## src/rtl/flash_seq_pkg.sv

```systemverilog
// Shared types and lane helpers for the serial flash phase sequencer.
// Assumes widths of 1, 2 or 4 lanes only.
package flash_seq_pkg;

    typedef enum logic [2:0] {
        PH_IDLE = 3'd0,
        PH_CMD  = 3'd1,
        PH_ADDR = 3'd2,
        PH_DATA = 3'd3,
        PH_FIN  = 3'd4
    } phase_e;

    // Lane count for a width code; the spare code falls back to one lane.
    function automatic logic [2:0] lane_width(input logic [1:0] code);
        case (code)
            2'd1:    return 3'd2;
            2'd2:    return 3'd4;
            default: return 3'd1;
        endcase
    endfunction

    // Output-enable mask for a lane count.
    function automatic logic [3:0] lane_mask(input logic [2:0] w);
        case (w)
            3'd4:    return 4'b1111;
            3'd2:    return 4'b0011;
            default: return 4'b0001;
        endcase
    endfunction

    // Index of the final beat of a byte for a lane count.
    function automatic logic [2:0] last_beat(input logic [2:0] w);
        case (w)
            3'd4:    return 3'd1;
            3'd2:    return 3'd3;
            default: return 3'd7;
        endcase
    endfunction

endpackage

```

## src/rtl/flash_seq_ctrl.sv

```systemverilog
// Phase controller: walks opcode, address/dummy and data phases, counting
// bytes and beats. Assumes configuration is only meaningful at start.
module flash_seq_ctrl
    import flash_seq_pkg::*;
#(
    parameter int LEN_W = 16
) (
    input  logic             clk,
    input  logic             rst_n,
    input  logic             start,
    input  logic [3:0]       cfg_cmd_bytes,
    input  logic [3:0]       cfg_ad_bytes,
    input  logic [1:0]       cfg_lanes,
    input  logic             cfg_xmode,
    input  logic             cfg_nodata,
    input  logic             cfg_read,
    input  logic [LEN_W-1:0] cfg_data_bytes,
    input  logic             bit_tick,
    input  logic             tx_have,
    output phase_e           phase,
    output logic [2:0]       width,
    output logic             is_tx,
    output logic             is_rd,
    output logic             fire,
    output logic             byte_end
);

    phase_e           phase_q;
    logic [LEN_W-1:0] left_q;
    logic [2:0]       beat_q;
    logic [3:0]       ad_q;
    logic [1:0]       lanes_q;
    logic             xm_q;
    logic             rd_q;
    logic             data_q;
    logic [LEN_W-1:0] dlen_q;

    logic             data_in;
    logic             idle;
    logic [3:0]       ad_src;
    logic             data_src;
    logic [LEN_W-1:0] dlen_src;
    phase_e           post_cmd_ph;
    logic [LEN_W-1:0] post_cmd_len;
    logic             beat_last;

    assign data_in  = !cfg_nodata && (cfg_data_bytes != '0);
    assign idle     = (phase_q == PH_IDLE);
    assign ad_src   = idle ? cfg_ad_bytes   : ad_q;
    assign data_src = idle ? data_in        : data_q;
    assign dlen_src = idle ? cfg_data_bytes : dlen_q;

    // Choose the phase that follows the opcode phase (or replaces it).
    always_comb begin
        if (ad_src != '0) begin
            post_cmd_ph  = PH_ADDR;
            post_cmd_len = LEN_W'(ad_src);
        end else if (data_src) begin
            post_cmd_ph  = PH_DATA;
            post_cmd_len = dlen_src;
        end else begin
            post_cmd_ph  = PH_FIN;
            post_cmd_len = '0;
        end
    end

    // Lane count of the running phase.
    always_comb begin
        case (phase_q)
            PH_ADDR: width = xm_q ? 3'd1 : lane_width(lanes_q);
            PH_DATA: width = lane_width(lanes_q);
            default: width = 3'd1;
        endcase
    end

    assign phase     = phase_q;
    assign is_rd     = (phase_q == PH_DATA) && rd_q;
    assign is_tx     = (phase_q == PH_CMD) || (phase_q == PH_ADDR) ||
                       ((phase_q == PH_DATA) && !rd_q);
    assign fire      = bit_tick && (is_rd || (is_tx && tx_have));
    assign beat_last = (beat_q == last_beat(width));
    assign byte_end  = fire && beat_last;

    // Phase, byte and beat sequencing.
    always_ff @(posedge clk) begin
        if (!rst_n) begin
            phase_q <= PH_IDLE;
            left_q  <= '0;
            beat_q  <= '0;
            ad_q    <= '0;
            lanes_q <= '0;
            xm_q    <= 1'b0;
            rd_q    <= 1'b0;
            data_q  <= 1'b0;
            dlen_q  <= '0;
        end else begin
            case (phase_q)
                PH_IDLE: begin
                    if (start) begin
                        ad_q    <= cfg_ad_bytes;
                        lanes_q <= cfg_lanes;
                        xm_q    <= cfg_xmode;
                        rd_q    <= cfg_read;
                        data_q  <= data_in;
                        dlen_q  <= cfg_data_bytes;
                        beat_q  <= '0;
                        if (cfg_cmd_bytes != '0) begin
                            phase_q <= PH_CMD;
                            left_q  <= LEN_W'(cfg_cmd_bytes);
                        end else begin
                            phase_q <= post_cmd_ph;
                            left_q  <= post_cmd_len;
                        end
                    end
                end
                PH_CMD, PH_ADDR, PH_DATA: begin
                    if (fire) begin
                        beat_q <= beat_last ? 3'd0 : beat_q + 3'd1;
                    end
                    if (byte_end) begin
                        if (left_q == LEN_W'(1)) begin
                            if (phase_q == PH_CMD) begin
                                phase_q <= post_cmd_ph;
                                left_q  <= post_cmd_len;
                            end else if (phase_q == PH_ADDR && data_q) begin
                                phase_q <= PH_DATA;
                                left_q  <= dlen_q;
                            end else begin
                                phase_q <= PH_FIN;
                                left_q  <= '0;
                            end
                        end else begin
                            left_q <= left_q - LEN_W'(1);
                        end
                    end
                end
                default: phase_q <= PH_IDLE;
            endcase
        end
    end

endmodule

```

## src/rtl/flash_seq_tx.sv

```systemverilog
// Transmit shifter: takes one stream byte at a time and presents its
// most significant bits as the current lane slice. Assumes width is 1/2/4.
module flash_seq_tx (
    input  logic       clk,
    input  logic       rst_n,
    input  logic       is_tx,
    input  logic       fire,
    input  logic       byte_end,
    input  logic [2:0] width,
    input  logic       tx_valid,
    input  logic [7:0] tx_data,
    output logic       tx_ready,
    output logic       have,
    output logic [3:0] lanes
);

    logic [7:0] sh_q;
    logic       have_q;

    assign tx_ready = is_tx && !have_q;
    assign have     = have_q;

    // Slice of the held byte for the current lane count.
    always_comb begin
        case (width)
            3'd4:    lanes = sh_q[7:4];
            3'd2:    lanes = {2'b00, sh_q[7:6]};
            default: lanes = {3'b000, sh_q[7]};
        endcase
    end

    // Load a byte, then shift it out one slice per accepted tick.
    always_ff @(posedge clk) begin
        if (!rst_n) begin
            sh_q   <= '0;
            have_q <= 1'b0;
        end else if (tx_ready && tx_valid) begin
            sh_q   <= tx_data;
            have_q <= 1'b1;
        end else if (fire && is_tx) begin
            sh_q <= sh_q << width;
            if (byte_end) begin
                have_q <= 1'b0;
            end
        end
    end

endmodule

```

## src/rtl/flash_seq_rx.sv

```systemverilog
// Receive assembler: gathers lane slices into bytes in transmit bit order
// and pulses each completed byte. Single-lane reads use lane 1.
module flash_seq_rx (
    input  logic       clk,
    input  logic       rst_n,
    input  logic       is_rd,
    input  logic       fire,
    input  logic       byte_end,
    input  logic [2:0] width,
    input  logic [3:0] io_in,
    output logic       rx_valid,
    output logic [7:0] rx_data
);

    logic [7:0] acc_q;
    logic [3:0] slice;
    logic [7:0] acc_next;

    // Pick the sampled lanes for the current lane count.
    always_comb begin
        case (width)
            3'd4:    slice = io_in;
            3'd2:    slice = {2'b00, io_in[1:0]};
            default: slice = {3'b000, io_in[1]};
        endcase
        acc_next = (acc_q << width) | {4'b0000, slice};
    end

    // Shift in one slice per accepted tick; publish at the byte's last beat.
    always_ff @(posedge clk) begin
        if (!rst_n) begin
            acc_q    <= '0;
            rx_valid <= 1'b0;
            rx_data  <= '0;
        end else begin
            rx_valid <= 1'b0;
            if (fire && is_rd) begin
                acc_q <= acc_next;
                if (byte_end) begin
                    rx_valid <= 1'b1;
                    rx_data  <= acc_next;
                end
            end
        end
    end

endmodule

```

## src/rtl/flash_phase_seq.sv

```systemverilog
// Top of the serial flash phase sequencer: ties the phase controller, the
// transmit shifter and the receive assembler to the lane pins.
// Assumes bit_tick is produced by an external serial clock engine.
module flash_phase_seq
    import flash_seq_pkg::*;
#(
    parameter int LEN_W = 16
) (
    input  logic             clk,
    input  logic             rst_n,
    input  logic             start,
    input  logic [3:0]       cfg_cmd_bytes,
    input  logic [3:0]       cfg_ad_bytes,
    input  logic [1:0]       cfg_lanes,
    input  logic             cfg_xmode,
    input  logic             cfg_nodata,
    input  logic             cfg_read,
    input  logic [LEN_W-1:0] cfg_data_bytes,
    input  logic             bit_tick,
    input  logic             tx_valid,
    input  logic [7:0]       tx_data,
    output logic             tx_ready,
    output logic             rx_valid,
    output logic [7:0]       rx_data,
    input  logic [3:0]       io_in,
    output logic [3:0]       io_out,
    output logic [3:0]       io_oe,
    output logic             cs_n,
    output logic             busy,
    output logic             done
);

    phase_e     phase;
    logic [2:0] width;
    logic       is_tx;
    logic       is_rd;
    logic       fire;
    logic       byte_end;
    logic       tx_have;
    logic [3:0] tx_lanes;

    flash_seq_ctrl #(.LEN_W(LEN_W)) u_ctrl (
        .clk            (clk),
        .rst_n          (rst_n),
        .start          (start),
        .cfg_cmd_bytes  (cfg_cmd_bytes),
        .cfg_ad_bytes   (cfg_ad_bytes),
        .cfg_lanes      (cfg_lanes),
        .cfg_xmode      (cfg_xmode),
        .cfg_nodata     (cfg_nodata),
        .cfg_read       (cfg_read),
        .cfg_data_bytes (cfg_data_bytes),
        .bit_tick       (bit_tick),
        .tx_have        (tx_have),
        .phase          (phase),
        .width          (width),
        .is_tx          (is_tx),
        .is_rd          (is_rd),
        .fire           (fire),
        .byte_end       (byte_end)
    );

    flash_seq_tx u_tx (
        .clk      (clk),
        .rst_n    (rst_n),
        .is_tx    (is_tx),
        .fire     (fire),
        .byte_end (byte_end),
        .width    (width),
        .tx_valid (tx_valid),
        .tx_data  (tx_data),
        .tx_ready (tx_ready),
        .have     (tx_have),
        .lanes    (tx_lanes)
    );

    flash_seq_rx u_rx (
        .clk      (clk),
        .rst_n    (rst_n),
        .is_rd    (is_rd),
        .fire     (fire),
        .byte_end (byte_end),
        .width    (width),
        .io_in    (io_in),
        .rx_valid (rx_valid),
        .rx_data  (rx_data)
    );

    // Drive only the lanes of the current width, and only while sending.
    always_comb begin
        io_oe  = is_tx ? lane_mask(width) : 4'b0000;
        io_out = tx_lanes & io_oe;
    end

    assign cs_n = !((phase == PH_CMD) || (phase == PH_ADDR) || (phase == PH_DATA));
    assign busy = (phase != PH_IDLE);
    assign done = (phase == PH_FIN);

endmodule

```

## config.mk

```make
export PLATFORM = sky130hd
export DESIGN_NAME = flash_phase_seq
export DESIGN_NICKNAME = d
export VERILOG_FILES = /design/src/rtl/flash_seq_pkg.sv /design/src/rtl/flash_seq_ctrl.sv /design/src/rtl/flash_seq_tx.sv /design/src/rtl/flash_seq_rx.sv /design/src/rtl/flash_phase_seq.sv
export SDC_FILE = /design/constraint.sdc
export NUM_CORES = 1
export LEC_CHECK = 0
export ABC_AREA = 1
export BUFFER_PORTS_ARGS = -buffer_cell sky130_fd_sc_hd__buf_2
export CAP_MARGIN = 5
export CORE_MARGIN = 8
export CORE_UTILIZATION = 40
export CTS_BUF_LIST = sky130_fd_sc_hd__clkbuf_2 sky130_fd_sc_hd__clkbuf_4 sky130_fd_sc_hd__clkbuf_8
export DETAILED_ROUTE_END_ITERATION = 10
export PLACE_DENSITY = 0.58
export SETUP_SLACK_MARGIN = 0.1
export SLEW_MARGIN = 20
export SYNTH_ARGS = -nofsm -noshare
export SYNTH_HDL_FRONTEND = slang
export SYNTH_SLANG_ARGS = --single-unit
```

## constraint.sdc

```tcl
create_clock -name clk -period 5.82 [get_ports clk]
set_input_delay 1.164 -clock clk [delete_from_list [all_inputs] [get_ports clk]]
set_output_delay 1.164 -clock clk [all_outputs]
set_load 0.1 [all_outputs]
```

==> summary.md, run 1 <==
| Metric | Value |
|---|---|
| Area Growth Syn to Fin | 11.90% |
| GRT Util Overall | 0.1805 |
| GPL Wtd Cong | 0.8572 |
| Status | complete, no violations |
| Setup violations, final | 0 |
| Slowest-stage cell, CP | dfxtp_1 |
| Final period util | 0.7766 |
| Num CTS Buffers | 9 |
| Synth Area per Inst | 6.101 um2 |
| Max FO, Critical Path | 44 |
| # diodes | 0 |
| Die Ht | approximately 130 um |
| Placed Area | 5349 um2 |
| Comb power frac | 0.571 |
| Fillers | 1325 |
| Top cells by area, synth | dfxtp_1 29%, nand2_1 15%, o21ai_0 10% |
| CORE AREA | 12060 um2 |
| Worst Skew | 0.006205 ns |
| Critical path's largest stage delay | a little under 0.5 ns |
| Synth Net Count | between 800 and 900 |
| Total gr overflow | 0 |
| DR iter-0 viols | 455 |
| Commonest cells after routing, fill and taps aside | 197 x nand2_1, 108 x inv_1, 104 x nor2_1, 99 x o21ai_0, 73 x dfxtp_1 |
| Synth warn | 0 |
| CTS sink cnt | 73 |
| Routed wire length | around 14 mm |
| # rows | 40 |
| Total negative slack | 0 ns |
| Drt via density | 5.066 |
| Commonest non-fill, non-tap cell in the layout | nand2_1 |
| Hold WC Path Type | register to register |
| Layout cells sized above 1 | 0.1422 |
| Largest net degree at the start of global routing | 50 |
| Worst setup EP type | primary output |
| Fmax | 221.3 MHz |
| Top cell type's share of synthesized area | 0.2939 |
| Detail Placement HPWL | 10.79 mm |
| Post-synth cell types | 46 |
| Flop pwr share | 0.266 |
| Vias | 5233 |
| Async set-reset flop share out of synthesis | 0 |
| Lkg Pwr | 2.640 nW |
| DRC viols | 0 |
| Crit path kind | register to primary output |
| Initial antenna violation count | 0 |
| Avg WL per Cell | 13.97 um |
| Power share of the clock group | 0.163 |
| Switch Pwr | 1.407 mW |
| Clock Tree Buf Depth | 2 |
| Slew headroom | 0.3856 |
| Placed insts | 1017 |
| Internal | ~1.3 mW |
| Final Slew Violations | 0 |
| Cell Area, Synth | 4972 um2 |
| Final nets | between 900 and 1000 |
| VDD IR max | 0.3391 mV |
| Reg clk slew, reported paths | about 0.070 ns |
| Worst-Margin Slew | roughly 0.9 ns |
| Initial Utilization | 0.4122 |
| DRT antenna net count | 0 |
| # port buffers | 66 |
| Instance count of the mapped netlist | 815 |
| CP delay by family, top | buffers and inverters |
| Vias in the first global route | 5075 |
| Top cell type by total area after synthesis | dfxtp_1 |
| Pwr Density | 484.4 nW/um2 |
| Post-synth EDFFs | 0 |
| IO Pins | 67 |
| Post-route cell area | 5564 um2 |
| Cell Chain, Critical Path | inv_2 > nand2_4 > nand2_2 > inv_1 > o21ai_0 > nor2_1 > inv_1 > nor2_1 > buf_2 |
| First-pass GRT wire length | 23.98 mm |
| CP Data Arrival Time | 3.36 ns |
| Unrepaired setup endpoints after global routing | no |
| Post-synthesis sequential area ratio | 0.2939 |
| Die W | approximately 130 um |
| Post-cts resize count | 0 |
| Sw Share | 0.5220 |
| Seq cells post-synth | 73 |
| Worst Path Required | around 4.7 ns |
| Total of max-cap violations | 0 |
| Total power | 2.695 mW |
| Main synth FF type | dfxtp_1 |
| Setup crit start kind | register |
| Post-CTS Setup Inserts | 0 |
| Final hold vios | 0 |
| Fin cells | between 1000 and 1500 |
| DR pass1 iterations | 5 |
| CTS tree | yes |
| Clock latency at the later pin of the worst-skew pair | 0.37 ns |
| Die area | 16250 um2 |
| Root Buffer | clkbuf_8 |
| Minimum clock period | 4.520 ns |
| Crit path buffers/inverters | 4 |
| Cts hold-fix bufs | 0 |
| H-tree lvl count | 3 |
-- power by group through the flow --
stage,logic (mW),clock network [mW],registers (mW)
6_report,1.54,0.440,0.716
5_1_grt,1.73,0.483,0.733
4_1_cts,1.54,0.454,0.715
3_5_place_dp,1.53,0,0.726
3_3_place_gp,1.52,0,0.722
2_1_floorplan,1.27,0,0.699
-- tightest hold or removal path, cell delays in order, from the launching register on --
cell	delay, ns
dfxtp_1	0.30
inv_1	0.06
a21oi_1	0.06
-- synthesized netlist by cell type (all sizes together) (4+ instances only) --
cell / instances
nor2: 118
o211ai: 6
clkbuf: 22
nand3: 42
dfxtp: 73
ha: 5
nand4: 8
a21oi: 58
buf: 11
nand2: 209
nor3: 6
inv: 114
o21ai: 104
xor2: 4
a31oi: 6
-- flip-flops by register name, summed over array words and instances, names as in the netlist --
register and flops:
u_tx.sh_q 8, u_ctrl.ad_q 4, u_ctrl.left_q 16, u_ctrl.phase 3
u_ctrl.beat_q 3, u_ctrl.data_q 1, u_ctrl.lanes_q 2, u_ctrl.xm_q 1
u_rx.rx_valid 1, u_ctrl.dlen_q 16, u_ctrl.rd_q 1, u_rx.rx_data 8
u_rx.acc_q 8, u_tx.have 1
-- metal layers --
| layer | track usage | share of wire | up-vias |
|---|---|---|---|
| met5 | 0 | 0 | - |
| met4 | 0.04829 | 0.011 | 0 |
| met3 | 0.04243 | 0.044 | 10 |
| met2 | 0.3072 | 0.49 | 105 |
| met1 | 0.2227 | 0.46 | 2416 |
| li1 | - | - | 2702 |
-- cells by family (layout without fill, tap and decap cells) --
family                   Yosys count  in the layout  synth area share
AND/OR/NAND/NOR                  386            386            0.3442
XOR/XNOR                           7              7           0.01233
buffers and inverters            150            200            0.1228
flip-flops                        73             73            0.2939
AO/OA/AOI/OAI                    193            193            0.2121
adder cells (fa/ha/maj)            5              5           0.01258
multiplexers                       1              1          0.002013
-- final timing paths --
kind,start,end,slack [ns],cells past startpoint
setup / recovery,u_ctrl.phase[1],io_out[2],1.30,9
hold / removal,u_ctrl.ad_q[3],u_ctrl.ad_q[3],0.47,2
setup reg to reg,u_ctrl.phase[1],u_ctrl.left_q[6],3.09,9
hold reg to reg,u_ctrl.ad_q[3],u_ctrl.ad_q[3],0.47,2
-- stage by stage --
step / util / hold WS, ns / setup WS [ns]
2_1_floorplan: - / 0.4297 / 0.8315
5_1_grt: 0.4613 / 0.5023 / 1.006
6_report: 0.4613 / 0.4698 / 1.300
3_5_place_dp: 0.4435 / 0.4596 / 1.704
3_3_place_gp: 0.4435 / 0.4475 / 1.839
4_1_cts: 0.4613 / 0.4708 / 1.302
-- layout make-up --
class	count	area (um2)	share of cell area
Clock inverter	2	35.03	0.006296
Multi-Input combinational cell	592	2900	0.5212
Tap cell	168	210.2	0.03778
Timing Repair Buffer	67	337.8	0.06072
Inverter	117	439.2	0.07893
Sequential cell	73	1461	0.2626
Clock buffer	14	180.2	0.03238
No activity file was read; power rests on OpenSTA's default activity.
==> inputs of run 2 (changes only) <==
- ABC_AREA: 1 -> 0
- PLACE_DENSITY: 0.58 -> 0.6
- clock period: 5.82 -> 3.8 ns (I/O delays scaled with it)
==> run 2 against run 1 <==
- cell count down 17%
- sequential share of layout area down 0.26 points
- global-route usage up 1.3 points
- power up 44%
- core utilization down 1.1 points
- routed wire length up 12%
==> summary.md, run 2 <==
| Metric | Value |
|---|---|
| Most frequent cell after synthesis | nand2_1 |
| Post-synth top cells | 100 x nand2_1, 73 x dfxtp_1, 64 x a21oi_1 |
| Total gr overflow | 0 |
| Unrepaired setup endpoints after global routing | no |
| Fmax | 283.0 MHz |
| Final Slew Violations | 0 |
| Slowest-stage cell, CP | or3_1 |
| Total power | 3.887 mW |
| Area Growth Syn to Fin | 11.22% |
| Detail Placement HPWL | 11.42 mm |
| Final hold vios | 0 |
| Top cells by area, synth | dfxtp_1 29%, nand2_1 7.4%, a21oi_1 6.3% |
| Worst Skew | approximately 0.014 ns |
| Cts hold-fix bufs | 0 |
| Final period util | 0.9297 |
| Final core utilization | 0.4508 |
| Die Ht | 128.4 um |
| CP Data Arrival Time | 2.77 ns |
| DRC viols | 0 |
| Total negative slack | 0 ns |
| # diodes | 0 |
| Commonest cells after routing, fill and taps aside | 100 x nand2_1, 73 x dfxtp_1, 66 x buf_2, 64 x a21oi_1, 40 x nor2_1 |
| Comb power frac | 0.558 |
| Async set-reset flop share out of synthesis | 0 |
| Largest net degree at the start of global routing | 42 |
| Slew headroom | 0.3629 |
| Post-cts resize count | 0 |
| # rows | roughly 40 |
| Die W | 128.4 um |
| DR iter-0 viols | 597 |
| VDD IR max | 0.4680 mV |
| Routed wire length | 16.13 mm |
| Post-synth cell types | 83 |
| Setup violations, final | 0 |
| Minimum clock period | 3.533 ns |
| H-tree lvl count | 3 |
| Post-CTS Setup Inserts | 0 |
| First-pass GRT wire length | 25.77 mm |
| Max FO, Critical Path | 10 |
| Vias | 5265 |
| Metal1 wirelength | 7.199 mm |
| Power share of the clock group | 0.150 |
| Hold WC Path Type | register to register |
| DR WL met3 | between 1 and 1.5 mm |
| DR pass1 iterations | 8 |
| Worst hold start | u_ctrl.xm_q |
| Switch Pwr | 1.958 mW |
| Worst Path Required | 3.04 ns |
| CTS tree | yes |
| Top cell type by total area after synthesis | dfxtp_1 |
| Status | complete, no violations |
| Placed Area | 5438 um2 |
| DRT antenna net count | 0 |
| Biggest regs | u_ctrl.dlen_q x16, u_ctrl.left_q x16 |
| Clock Tree Buf Depth | 2 |
| Reg clk slew, reported paths | 0.08 ns |
| # port buffers | 66 |
| Cell Chain, Critical Path | inv_1 > ha_1 > or3_1 > nor2_1 > o22ai_1 > a211oi_2 > buf_2 |
| Post-synthesis sequential area ratio | 0.2893 |
| Die area | 16480 um2 |
| Setup crit start kind | register |
| Post-synth EDFFs | 0 |
| GPL Wtd Cong | 0.8888 |
| Num CTS Buffers | 9 |
| Critical path's largest stage delay | roughly 0.61 ns |
| CTS sink cnt | 73 |
| Worst-Margin Slew | 0.9534 ns |
| Clock latency at the later pin of the worst-skew pair | 0.37 ns |
| Crit path kind | register to primary output |
| Vias in the first global route | ~4900 |
| Crit. Startpoint | u_ctrl.lanes_q[0] |
| GRT Util Overall | 0.1935 |
| Highest routed layer | met4 |
| Flop pwr share | 0.292 |
| Initial Utilization | 0.4053 |
| Top cell type's share of synthesized area | 0.2893 |
| Root Buffer | clkbuf_8 |
| Post-route cell area | 5619 um2 |
| Final nets | 736 |
| Cell Area, Synth | 5052 um2 |
| Lkg Pwr | 2.105 nW |
| Instance count of the mapped netlist | about 650 |
| Avg WL per Cell | 18.71 um |
| Initial antenna violation count | 0 |
| CORE AREA | 12470 um2 |
| Layout cells sized above 1 | 0.2174 |
| Total of max-cap violations | 0 |
| Worst setup EP type | primary output |
| Internal | 1.929 mW |
| Critical R2R Launch | u_ctrl.left_q[0] |
| Commonest non-fill, non-tap cell in the layout | nand2_1 |
| IO Pins | 67 |
| Main synth FF type | dfxtp_1 |
| Pwr Density | between 600 and 700 nW/um2 |
| Synth Net Count | 705 |
| Seq cells post-synth | 73 |
| Sw Share | 0.5038 |
| Met2 routed WL | 7.474 mm |
| Drt via density | 6.108 |
| Synth Area per Inst | 7.725 um2 |
| Synth warn | 0 |
[run 2: cell count changes after synthesis, sizes merged, moves of 11 or more]
cell	previous run	this run
nand3	42	25
nor4	1	14
nor2	118	42
nand2	209	100
inv	114	10
a311oi	0	16
clkbuf	22	34
and3	0	11
mux2	0	11
o21ai	104	26
buf	11	25
nor3	6	33
[run 2: metal layers]
metal	up-vias	GRT usage
met4	0	0.05455
met5	-	0
met2	243	0.3076
li1	2520	-
met3	20	0.05089
met1	2482	0.2523
[run 2: worst paths after layout]
check                           slack (ns)  cells after the start                 to
worst min register to register        0.47                      2        u_ctrl.xm_q
worst min-delay path                  0.47                      2        u_ctrl.xm_q
worst max register to register        1.03                      7  u_ctrl.left_q[13]
worst max-delay path                  0.27                      7          io_out[0]
[run 2: power by group through the flow]
| stage | clock, mW | combinational, mW | sequential, mW |
|---|---|---|---|
| after detailed placement | 0 | 2.12 | 1.15 |
| after global placement | 0 | 2.11 | 1.14 |
| after global routing | 0.634 | 2.34 | 1.16 |
| after floorplan | 0 | 1.80 | 1.05 |
| after CTS | 0.601 | 2.13 | 1.13 |
| final | 0.583 | 2.17 | 1.14 |
[run 2: critical path, delay by kind of cell (launching register included)]
family	cells	cell delay (ns)
AND/OR/NAND/NOR	2	0.77
AO/OA/AOI/OAI	2	0.31
flip-flops	1	0.36
buffers and inverters	2	0.51
adder cells (fa/ha/maj)	1	0.44
[run 2: cell type report]
cell class                      count  area [um2]
Multi-Input combinational cell    512        3296
Clock inverter                      3       15.01
Inverter                           10       37.54
Timing Repair Buffer               79       427.9
Clock buffer                       13       166.4
Fill cell                        1304        6847
Sequential cell                    73        1461
Tap cell                          172       215.2
[run 2: cell families after synthesis]
logic type	after synthesis	synth area share
and+or+nand+nor	282	0.2883
AOI/OAI and AO/OA	197	0.2746
DFF	73	0.2893
buffers and inverters	69	0.06340
muxes	24	0.06513
adders and majority gates	5	0.01238
xor gates and xnor gates	4	0.006933
[run 2: stage by stage]
step	setup slack (ns)	hold slack (ns)	cells
after global placement	0.7273	0.4542	846
after detailed placement	0.6812	0.4628	846
after floorplan	0.07767	0.4452	654
after global routing	0.1149	0.4993	862
after CTS	0.2567	0.4737	862
final	0.2670	0.4725	862
